$ cat config.mk
export PLATFORM = sky130hd
export DESIGN_NAME = dram_ctrl
export DESIGN_NICKNAME = d
export VERILOG_FILES = /design/src/rtl/dramc_pkg.sv /design/src/rtl/dramc_refresh_timer.sv /design/src/rtl/dramc_addr_mux.sv /design/src/rtl/dramc_seq.sv /design/src/rtl/dram_ctrl.sv
export SDC_FILE = /design/constraint.sdc
export NUM_CORES = 1
export LEC_CHECK = 0
export ABC_CLOCK_PERIOD_IN_PS = 3400
export BUFFER_PORTS_ARGS = -buffer_cell sky130_fd_sc_hd__buf_2
export CAP_MARGIN = 20
export CORE_ASPECT_RATIO = 1.5
export CORE_UTILIZATION = 55
export CTS_BUF_LIST = sky130_fd_sc_hd__clkbuf_8
export DETAILED_ROUTE_END_ITERATION = 16
export PLACE_DENSITY = 0.82
export SLEW_MARGIN = 30
export SYNTH_ARGS = -nofsm -noshare
export SYNTH_HDL_FRONTEND = slang
export SYNTH_HIERARCHICAL = 1
export SYNTH_SLANG_ARGS = --single-unit
$ cat constraint.sdc
create_clock -name clk -period 3.4 [get_ports clk]
set_input_delay 0.68 -clock clk [delete_from_list [all_inputs] [get_ports clk]]
set_output_delay 0.68 -clock clk [all_outputs]
set_load 0.01 [all_outputs]
$ cat src/rtl/dramc_pkg.sv
`timescale 1ns/1ps
package dramc_pkg;
  typedef enum logic [3:0] {
    S_IDLE, S_ROW, S_RAS, S_CAS, S_HOLD, S_MID, S_PRE, S_RFC, S_RFR, S_RFH
  } seq_st_t;
endpackage

$ cat src/rtl/dramc_refresh_timer.sv
`timescale 1ns/1ps
module dramc_refresh_timer #(
  parameter int REF_PERIOD = 128
) (
  input  logic clk,
  input  logic rst_n,
  input  logic grant,
  output logic pend
);
  localparam int TW = (REF_PERIOD > 2) ? $clog2(REF_PERIOD) : 1;
  localparam logic [TW-1:0] RELOAD = TW'(REF_PERIOD - 1);

  logic [TW-1:0] cnt_q, cnt_d;
  logic          pend_q, pend_d;
  logic          expire;

  assign expire = (cnt_q == '0);

  always_comb begin
    cnt_d  = expire ? RELOAD : cnt_q - 1'b1;
    pend_d = expire | (pend_q & ~grant);
  end

  always_ff @(posedge clk or negedge rst_n) begin
    if (!rst_n) begin
      cnt_q  <= RELOAD;
      pend_q <= 1'b0;
    end else begin
      cnt_q  <= cnt_d;
      pend_q <= pend_d;
    end
  end

  assign pend = pend_q;

  // a request is kept until the sequencer takes it
  p_pend_kept_r10: assert property (@(posedge clk) disable iff (!rst_n)
    pend_q && !grant |=> pend_q);
  // expiry always raises the request
  p_expiry_sets_r10: assert property (@(posedge clk) disable iff (!rst_n)
    expire |=> pend_q);
endmodule

$ cat src/rtl/dramc_addr_mux.sv
`timescale 1ns/1ps
module dramc_addr_mux #(
  parameter int COL_W = 9
) (
  input  logic               clk,
  input  logic               rst_n,
  input  logic [2*COL_W-1:0] addr,
  input  logic               row_sel,
  output logic [COL_W-1:0]   dram_a
);
  logic [COL_W-1:0] a_d, a_q;

  always_comb a_d = row_sel ? addr[2*COL_W-1:COL_W] : addr[COL_W-1:0];

  always_ff @(posedge clk or negedge rst_n) begin
    if (!rst_n) a_q <= '0;
    else        a_q <= a_d;
  end

  assign dram_a = a_q;
endmodule

$ cat src/rtl/dramc_seq.sv
`timescale 1ns/1ps
module dramc_seq
  import dramc_pkg::*;
#(
  parameter int PRE_PH   = 5,
  parameter int REF_HOLD = 3
) (
  input  logic clk,
  input  logic rst_n,
  input  logic as_n,
  input  logic uds_n,
  input  logic lds_n,
  input  logic rw,
  input  logic lock,
  input  logic wait_one,
  input  logic ref_pend,
  output logic ref_grant,
  output logic row_sel,
  output logic ras_n,
  output logic cas_n,
  output logic we_n,
  output logic dtack_n
);
  localparam int CW = $clog2(PRE_PH + REF_HOLD + 8);

  seq_st_t       st_q, st_d;
  logic [CW-1:0] cnt_q, cnt_d;
  logic          ph_q;
  logic          ws_q, ws_d, rw_q, rw_d, lk_q, lk_d, h2_q, h2_d;
  logic          ras_q, ras_d, cas_q, cas_d, we_q, we_d, ack_q, ack_d;
  logic [CW-1:0] cas_last, ack_last;

  assign cas_last = ws_q ? CW'(2) : CW'(0);
  assign ack_last = ws_q ? CW'(3) : CW'(1);

  always_comb begin
    st_d = st_q;  cnt_d = cnt_q + 1'b1;
    ws_d = ws_q;  rw_d = rw_q;  lk_d = lk_q;  h2_d = h2_q;
    ras_d = ras_q; cas_d = cas_q; we_d = we_q; ack_d = ack_q;
    ref_grant = 1'b0;
    case (st_q)
      S_IDLE: begin
        cnt_d = '0;
        if (!as_n) begin
          st_d = S_ROW; ws_d = wait_one; rw_d = rw; lk_d = lock; h2_d = 1'b0;
        end else if (ref_pend) begin
          st_d = S_RFC; ref_grant = 1'b1;
        end
      end
      S_ROW: if (ph_q != ws_q) begin
        ras_d = 1'b1; we_d = ~rw_q; cnt_d = '0; st_d = S_RAS;
      end
      S_RAS: if (cnt_q == cas_last) begin
        cas_d = 1'b1; cnt_d = '0; st_d = S_CAS;
      end
      S_CAS: if (cnt_q == ack_last) begin
        ack_d = 1'b1; st_d = S_HOLD;
      end
      S_HOLD, S_MID: begin
        if (as_n) begin
          if (!ph_q) begin
            ras_d = 1'b0; cas_d = 1'b0; we_d = 1'b0; ack_d = 1'b0;
            cnt_d = '0; st_d = S_PRE;
          end
        end else if (st_q == S_HOLD) begin
          if (lk_q && !h2_q && uds_n && lds_n) begin
            cas_d = 1'b0; ack_d = 1'b0; st_d = S_MID;
          end
        end else begin
          if (!rw) we_d = 1'b1;
          if (we_q && (!uds_n || !lds_n)) begin
            cas_d = 1'b1; cnt_d = '0; h2_d = 1'b1; st_d = S_CAS;
          end
        end
      end
      S_PRE: if (cnt_q == CW'(PRE_PH - 1)) st_d = S_IDLE;
      S_RFC: if (!ph_q) begin
        cas_d = 1'b1; st_d = S_RFR;
      end
      S_RFR: begin
        ras_d = 1'b1; cnt_d = '0; st_d = S_RFH;
      end
      S_RFH: if (cnt_q >= CW'(REF_HOLD - 1) && !ph_q) begin
        ras_d = 1'b0; cas_d = 1'b0; cnt_d = '0; st_d = S_PRE;
      end
      default: st_d = S_IDLE;
    endcase
  end

  always_ff @(posedge clk or negedge rst_n) begin
    if (!rst_n) begin
      st_q <= S_IDLE; cnt_q <= '0; ph_q <= 1'b0;
      ws_q <= 1'b0; rw_q <= 1'b1; lk_q <= 1'b0; h2_q <= 1'b0;
      ras_q <= 1'b0; cas_q <= 1'b0; we_q <= 1'b0; ack_q <= 1'b0;
    end else begin
      st_q <= st_d; cnt_q <= cnt_d; ph_q <= ~ph_q;
      ws_q <= ws_d; rw_q <= rw_d; lk_q <= lk_d; h2_q <= h2_d;
      ras_q <= ras_d; cas_q <= cas_d; we_q <= we_d; ack_q <= ack_d;
    end
  end

  assign row_sel = !(st_q inside {S_RAS, S_CAS, S_HOLD, S_MID});
  assign ras_n   = ~ras_q;
  assign cas_n   = ~cas_q;
  assign we_n    = ~we_q;
  assign dtack_n = ~ack_q;

  // count of clocks with both strobes high, for the precharge check
  logic [CW-1:0] gap_q;
  always_ff @(posedge clk or negedge rst_n) begin
    if (!rst_n)                 gap_q <= '1;
    else if (!(ras_n && cas_n)) gap_q <= '0;
    else if (gap_q != '1)       gap_q <= gap_q + 1'b1;
  end

  // access RAS edge lands on the phase chosen by the wait state
  p_ras_phase_r2: assert property (@(posedge clk) disable iff (!rst_n)
    $fell(ras_n) && cas_n |-> ph_q == ws_q);
  // acknowledge only inside an asserted column strobe
  p_ack_in_cas_r5: assert property (@(posedge clk) disable iff (!rst_n)
    !dtack_n |-> !cas_n && !ras_n);
  // strobes release together on a falling phase
  p_release_pair_r6: assert property (@(posedge clk) disable iff (!rst_n)
    $rose(ras_n) |-> cas_n && ph_q);
  // write enable is set up before the column strobe
  p_we_setup_r7: assert property (@(posedge clk) disable iff (!rst_n)
    $fell(cas_n) && !we_n |-> $past(!we_n));
  // no write enable while CAS leads RAS
  p_ref_we_high_r9: assert property (@(posedge clk) disable iff (!rst_n)
    ras_n && !cas_n |-> we_n);
  // refresh CAS starts on a falling phase
  p_ref_cas_phase_r9: assert property (@(posedge clk) disable iff (!rst_n)
    $fell(cas_n) && ras_n |-> ph_q);
  // minimum precharge between cycles
  p_precharge_r12: assert property (@(posedge clk) disable iff (!rst_n)
    $past(ras_n && cas_n) && !(ras_n && cas_n) |-> gap_q >= CW'(PRE_PH));
endmodule

$ cat src/rtl/dram_ctrl.sv
`timescale 1ns/1ps
module dram_ctrl #(
  parameter int COL_W      = 9,
  parameter int REF_PERIOD = 128,
  parameter int PRE_PH     = 5,
  parameter int REF_HOLD   = 3
) (
  input  logic               clk,
  input  logic               rst_n,
  input  logic               as_n,
  input  logic               uds_n,
  input  logic               lds_n,
  input  logic               rw,
  input  logic               lock,
  input  logic               wait_one,
  input  logic [2*COL_W-1:0] addr,
  output logic               dtack_n,
  output logic [COL_W-1:0]   dram_a,
  output logic               ras_n,
  output logic               cas_n,
  output logic               we_n
);
  logic ref_pend, ref_grant, row_sel;

  dramc_refresh_timer #(.REF_PERIOD(REF_PERIOD)) u_timer (
    .clk(clk), .rst_n(rst_n), .grant(ref_grant), .pend(ref_pend)
  );

  dramc_seq #(.PRE_PH(PRE_PH), .REF_HOLD(REF_HOLD)) u_seq (
    .clk(clk), .rst_n(rst_n), .as_n(as_n), .uds_n(uds_n), .lds_n(lds_n),
    .rw(rw), .lock(lock), .wait_one(wait_one), .ref_pend(ref_pend),
    .ref_grant(ref_grant), .row_sel(row_sel), .ras_n(ras_n), .cas_n(cas_n),
    .we_n(we_n), .dtack_n(dtack_n)
  );

  dramc_addr_mux #(.COL_W(COL_W)) u_amux (
    .clk(clk), .rst_n(rst_n), .addr(addr), .row_sel(row_sel), .dram_a(dram_a)
  );
endmodule

==> results.md, run 1 <==
- Status: finished clean
- Mapped Nets: about 220
- Total GRT Usage: 0.244
- Skew final: ~8.6 ps
- Post-layout nets: 258
- Clock edge transition at the registers on the reported setup and hold paths: ~70 ps
- MaxCap Viol Count: 0
- Vias in the first global route: between 1500 and 2000
- # clock sinks: 34
- Fin crit period: between 2000 and 2500 ps
- Largest area contributor in the netlist: dfrtp_1
- Total power draw: around 2.2 mW
- Seq cells post-synth: 34
- Adder-Cell Fraction of Synth Area: 0.0357
- Max-slew violations: 0
- Synth warnings: 6
- Final GP Congestion: between 0.8 and 0.9
- Top-area cell type share of the netlist area: 0.320
- Most frequent cell after synthesis: dfrtp_1
- Final Setup Violations: 0
- Main synth FF type: dfrtp_1
- Crit Path Max Fanout: 20
- Syn Area/Cell: 10.6 um^2
- # DRC: 0
- First-pass GRT wire length: 7.17 mm
- Worst reg2reg path startpoint: u_seq/st_q[2]$_DFFE_PN0P_
- Reg2Reg Setup Slack: about 1200 ps
- Worst Tran Pin Value: about 750 ps
- Detailed placement HPWL: around 3.1 mm
- CTS Buffer Depth: 2
- Synth Area in Compound Gates: 0.131
- Post-layout util: 0.664
- Post-route setup TNS: 0 ps
- Worst Path Arrival: approximately 2400 ps
- Cell Area, Synth: roughly 0.002 mm^2
- DP Area: roughly 0.0022 mm^2
- Site row count: 26
- Yosys cell types: between 50 and 60
- Area Growth Syn to Fin: 13.7%
- Critical path launch point type: flop
- Post-Route WL: 4.26 mm
- CTS resizes: 0
- Io pins: 39
- Post-CTS Setup Inserts: 0
- Crit end category: flop
- Xor/xnor cell area share of the yosys netlist: 0.0387
- Die ar.: between 0.003 and 0.004 mm^2
- Die Ht: roughly 76 um
- Leakage power: 1.08 nW
- H-tree Lvls: 2
- DRT antenna net count: 0
- Final hold viol count: 0
- IO Port Bufs: 38
- Drt pass-1 iters: 4
- Initial DRC count: 86
- Vias per inst: slightly below 6
- Remaining Overflow, GRT: 0
- Max VDD drop: 0.000653 V
- Total number of vias: around 1600
- Final Cycle Share: 0.649
- Post-synthesis sequential area ratio: 0.423
- CP cell instances: nand2b_1, a2111o_1, o32ai_4, nor3_4, mux2_4
- Critical path type: reg -> reg
- Clk Latency, worst-skew pair: approximately 290 ps
- Largest family of logic cells by synthesized area: simple AND/OR/NAND/NOR gates
- Initial antenna violation count: 0
- Min-delay worst type: in -> async
- Top cells by count, synth: 26 x dfrtp_1, 15 x inv_1, 12 x nand2_1, 11 x mux2_4
- WP data required: around 3600 ps
- TritonCTS Buffers: 5
- Initial Utilization: 0.584
- Worst path slowest cell: dfrtp_1
- RSZ-0062 raised after global routing: false
- Finished layout cell area: roughly 0.0023 mm^2
- Ys async rst share: 1.00
- Core area: roughly 0.0035 mm^2
- Layout cells sized above 1: 0.364
- Wire per inst: around 16 um
- Max-Slew Margin vs Limit: 0.500
- Mux cell area share after synthesis: 0.118
- PD cells: between 900 and 1000 mW/mm^2
- Pin count of the biggest net entering global routing: 35
- Cells after synthesis: roughly 190
- CTS Hold Bufs: 0
- Post-Synth Simple-Gate Area: 0.194
- Die span in x: 51.7 um
- Diode count: 0
- Worst Setup SP: u_seq/st_q[2]$_DFFE_PN0P_
- CTS tree: done
- Post-synth EDFFs: 0
- Clk root buf: clkbuf_8
- Max incr delay on CP: between 700 and 800 ps
- Maximum clock frequency: 453 MHz
- Synth area leaders: dfrtp_1 32%, dfstp_2 10%, mux2_4 8.1%
[cells in the final DEF (no fill, tap or decap), types with 2 or more instances in the layout]
master and count:
dfrtp_1 26, buf_2 38, xor2_1 3, clkbuf_8 6, a21oi_1 5, nand3_1 9, nor4_1 4, mux2i_1 3
dfstp_2 8, nor3b_1 2, nand2b_1 2, and3_1 2, xnor2_1 6, nor2_1 9, nand2_1 12, nor3_1 6
inv_1 15, mux2_2 4, a31oi_1 3, o21ai_0 9, ha_1 5, nand4_1 2, mux2_4 11, o31ai_1 2
nand3b_1 2, nor2b_1 2
[registers in the layout, summed over array words and instances (netlist names)]
signal and cells:
u_amux/dram_a 9, u_seq/ws_q 1, u_seq/we_q 1, u_seq/ras_q 1, u_seq/ack_q 1, u_seq/cnt_q 4
u_seq/ph_q 1, u_seq/st_q 4, u_seq/cas_q 1, u_timer/cnt_q 7, u_timer/pend 1, u_seq/h2_q 1
u_seq/rw_q 1, u_seq/lk_q 1
[worst max-delay path: cells and delay by family, from the launching register on]
| kind | cells | cell delay, ps |
|---|---|---|
| AO/OA/AOI/OAI | 2 | 620 |
| flip-flops | 1 | 760 |
| multiplexers | 1 | 310 |
| AND/OR/NAND/NOR | 2 | 410 |
[worst paths after layout]
| path | to | cells past startpoint |
|---|---|---|
| max in group asynchronous | u_seq/ph_q$_DFF_PN0_ | 1 |
| min in group clk | u_timer/cnt_q[0]$_DFF_PN1_ | 1 |
| worst min register to register | u_timer/cnt_q[0]$_DFF_PN1_ | 1 |
| worst max register to register | u_seq/st_q[2]$_DFFE_PN0P_ | 5 |
| worst max-delay path | u_seq/st_q[2]$_DFFE_PN0P_ | 5 |
| worst min-delay path | u_amux/dram_a[5]$_DFF_PN0_ | 1 |
[where the power goes]
part           internal (mW)  switching [mW]
combinational          0.562           0.570
clock                  0.163           0.145
sequential             0.552           0.183
[through the flow]
| step | setup slack, ps | hold WS, ps | cells |
|---|---|---|---|
| after floorplan | 1400 | 384 | 192 |
| after global placement | 1240 | 454 | 262 |
| after detailed placement | 1200 | 457 | 262 |
| after CTS | 1250 | 472 | 270 |
| after global routing | 1070 | 484 | 270 |
| final | 1190 | 456 | 270 |
[cell families (layout without fill, tap and decap cells)]
family,Yosys count,after routing
mux,18,18
simple gates,65,65
flops,34,34
compound gates,34,34
fa+ha+maj,6,6
buf+inv,26,62
xor+xnor,9,9
[per-layer routing]
metal  up-vias  share of wire  track usage
met1       742           0.39        0.295
met3        18          0.061       0.0499
met2        85           0.51        0.397
li1        753              -            -
met4         0          0.038        0.124
met5         -              0            0
[cell type report]
cell class / count / area, um^2
clock buffer: 6 / 82.6
clock inverter: 2 / 12.5
fill: 280 / 1170
inverter: 16 / 60.1
multi-input combinational: 132 / 1050
sequential: 34 / 861
tap: 42 / 52.6
timing repair buffer: 38 / 190
Power figures use the tool's default switching activity.
==> inputs of run 2 (changes only) <==
Settings changed: ABC_CLOCK_PERIOD_IN_PS 3400 to 2000, CORE_UTILIZATION 55 to 52.
Clock period 3.4 ns to 2 ns, I/O delays scaled along.
==> run 2 against run 1 <==
Via count grew 3.7%; cell count grew 5.2%; clock-buffer cell count grew 2; final area grew 5.6%; sequential cell count is the same; power grew 85%; global-route usage grew 0.39 points; sequential power grew 65%; core utilization shrank 0.74 points; critical path depth grew 2.
==> results.md, run 2 (synthesis gave the netlist of run 1 again) <==
- Status: finished clean
- Max-slew violations: 0 (unchanged)
- # clock sinks: 34 (unchanged)
- Post-layout nets: 271 (+5.0%)
- Final GP Congestion: 0.870 (-0.45%)
- Worst Path Buf+Inv: 1 (+1)
- Wire per inst: 15.7 um (-0.49%)
- CTS Buffer Depth: 2 (unchanged)
- Fin crit period: 1900 ps (-308 ps)
- Max VDD drop: 0.00132 V (+100%)
- Die span in x: 53.1 um (+2.7%)
- Max-Slew Margin vs Limit: 0.510 (+0.00992)
- Clock Power Share: 0.146 (+0.005)
- Total GRT Usage: 0.248 (+0.00392)
- CTS resizes: 0 (unchanged)
- Vias in the first global route: 1682 (+3.7%)
- Net Sw Power: 1.58 mW (+75%)
- Diode count: 0 (unchanged)
- Clk root buf: clkbuf_8
- Total number of vias: 1657 (+3.7%)
- Comb pwr share: 0.553 (+0.033)
- Core area: 0.00372 mm^2 (+6.8%)
- Final Cycle Share: 0.949 (+0.300)
- Crit Path Max Fanout: 6 (-70%)
- CP cell instances: inv_1, ha_1, nor4_2, nor2_1, o22ai_2, nor3_4, mux2_4
- Die ar.: 0.00417 mm^2 (+5.6%)
- First-pass GRT wire length: 7.42 mm (+3.5%)
- H-tree Lvls: 2 (unchanged)
- Area Growth Syn to Fin: 20.0%
- Clock edge transition at the registers on the reported setup and hold paths: 70 ps (about the same)
- RSZ-0062 raised after global routing: false
- Post-CTS Setup Inserts: 0 (unchanged)
- Max FFs per register: 9 (unchanged)
- Critical path launch point type: flop
- Post-route setup TNS: 0 ps (unchanged)
- Initial DRC count: 69 (-20%)
- Layout cells sized above 1: 0.411 (+0.0468)
- DRT antenna net count: 0 (unchanged)
- Met3 track demand over resource: 0.0523 (+0.00243)
- Sequential group share of total power: 0.301 (-0.037)
- Vias per inst: 5.83 (-1.4%)
- Io pins: 39 (unchanged)
- Worst path slowest cell: dfrtp_1
- TritonCTS Buffers: 5 (unchanged)
- Total power draw: 4.02 mW (+85%)
- CTS tree: done
- Detailed placement HPWL: 3.29 mm (+6.3%)
- Most frequent cells in the layout: 38 x buf_2, 25 x dfrtp_1, 15 x inv_1
- Final Setup Violations: 0 (unchanged)
- CTS Hold Bufs: 0 (unchanged)
- Post-layout util: 0.657 (-0.00737)
- PD cells: 1640 mW/mm^2 (+75%)
- Crit end category: flop
- MaxCap Viol Count: 0 (unchanged)
- Most common cell after layout, fill and taps aside: buf_2
- Clk Latency, worst-skew pair: 290 ps (about the same)
- # DRC: 0 (unchanged)
- Skew final: 5.12 ps (-3.47 ps)
- Worst slack, placed: 107 ps (-1090 ps)
- Pin count of the biggest net entering global routing: 35 (unchanged)
- CP top delay family: simple AND/OR/NAND/NOR gates
- Maximum clock frequency: 527 MHz (+16%)
- Drt pass-1 iters: 5 (+1)
- Cell Int Power: 2.44 mW (+91%)
- IO Port Bufs: 38 (unchanged)
- Critical path type: reg -> reg
- Worst Tran Pin Value: 735 ps (-14.9 ps)
- Site row count: 27 (+3.8%)
- WP data required: 2180 ps (-1390 ps)
- Initial Utilization: 0.547 (-0.0370)
- Leakage power: 1.16 nW (+7.4%)
- Min-delay worst type: in -> async
- Remaining Overflow, GRT: 0 (unchanged)
- Net Sw Frac: 0.392 (-0.0205)
- Final hold viol count: 0 (unchanged)
- Met1 GRT Util: 0.271 (-0.0234)
- Die Ht: 78.6 um (+2.8%)
- Gr busiest metal: met2
- Worst setup margin: 102 ps (-1090 ps)
- Initial antenna violation count: 0 (unchanged)
- Post-Route WL: 4.46 mm (+4.7%)
- Worst Path Arrival: 2080 ps (-300 ps)
- M2 GR Usage: 0.428 (+0.0304)
- Max incr delay on CP: 440 ps (-320 ps)
==> run 2: cell types whose count changed in the layout (fill, tap and decap cells not counted) <==
cell,before,now
nor4_1,4,3
clkinv_2,1,0
clkbuf_8,6,8
dfrtp_2,0,1
o41ai_1,1,0
clkinvlp_4,1,0
dfrtp_1,26,25
nor4_2,1,2
buf_4,0,13
o41ai_2,0,1
==> run 2: power groups by stage <==
stage	clock network, mW	logic [mW]	registers, mW
after floorplan	0	1.66	1.11
after global placement	0	2.14	1.19
after detailed placement	0	2.19	1.20
after CTS	0.596	2.20	1.19
after global routing	0.626	2.43	1.24
final	0.585	2.22	1.21
==> run 2: layer usage <==
metal	vias to the layer above	part of all wire	wire length (um)
met5	-	0	0
met4	0	0.040	180
met3	20	0.059	262
met2	77	0.54	2400
met1	782	0.36	1620
li1	778	-	-
==> run 2: path summary, 6_finish.rpt <==
kind / startpoint / endpoint / slack (ps) / cells past startpoint
worst max-delay path: u_seq/cnt_q[0]$_DFF_PN0_ / u_seq/st_q[2]$_DFFE_PN0P_ / 100 / 7
worst min-delay path: rst_n / u_seq/ack_q$_DFFE_PN0P_ / 170 / 1
worst max register to register: u_seq/cnt_q[0]$_DFF_PN0_ / u_seq/st_q[2]$_DFFE_PN0P_ / 100 / 7
worst min register to register: u_timer/cnt_q[0]$_DFF_PN1_ / u_timer/cnt_q[0]$_DFF_PN1_ / 470 / 1
max in group asynchronous: rst_n / u_seq/st_q[1]$_DFFE_PN0P_ / 1310 / 1
min in group clk: addr[13] / u_amux/dram_a[4]$_DFF_PN0_ / 340 / 2
==> run 2: stage by stage <==
stage          cell area (um^2)  instances  hold WS, ps
2_1_floorplan              2030        192          104
3_3_place_gp               2320        276          454
3_5_place_dp               2320        276          458
4_1_cts                    2430        284          194
5_1_grt                    2440        284          224
6_report                   2440        284          168
==> run 2: cell type report <==
type,instances,area (um^2)
Clock buffer,8,110
Fill cell,303,1270
Inverter,16,60.1
Multi-Input combinational cell,132,1070
Sequential cell,34,862
Tap cell,43,53.8
Timing Repair Buffer,51,288
==> run 2: worst reg2reg max path, delay by kind of cell (launching register included) <==
kind,cells,cell delay (ps)
muxes,1,330
and+or+nand+nor,3,580
buffers and inverters,1,110
adders and majority gates,1,180
AOI/OAI and AO/OA,1,160
DFF,1,440
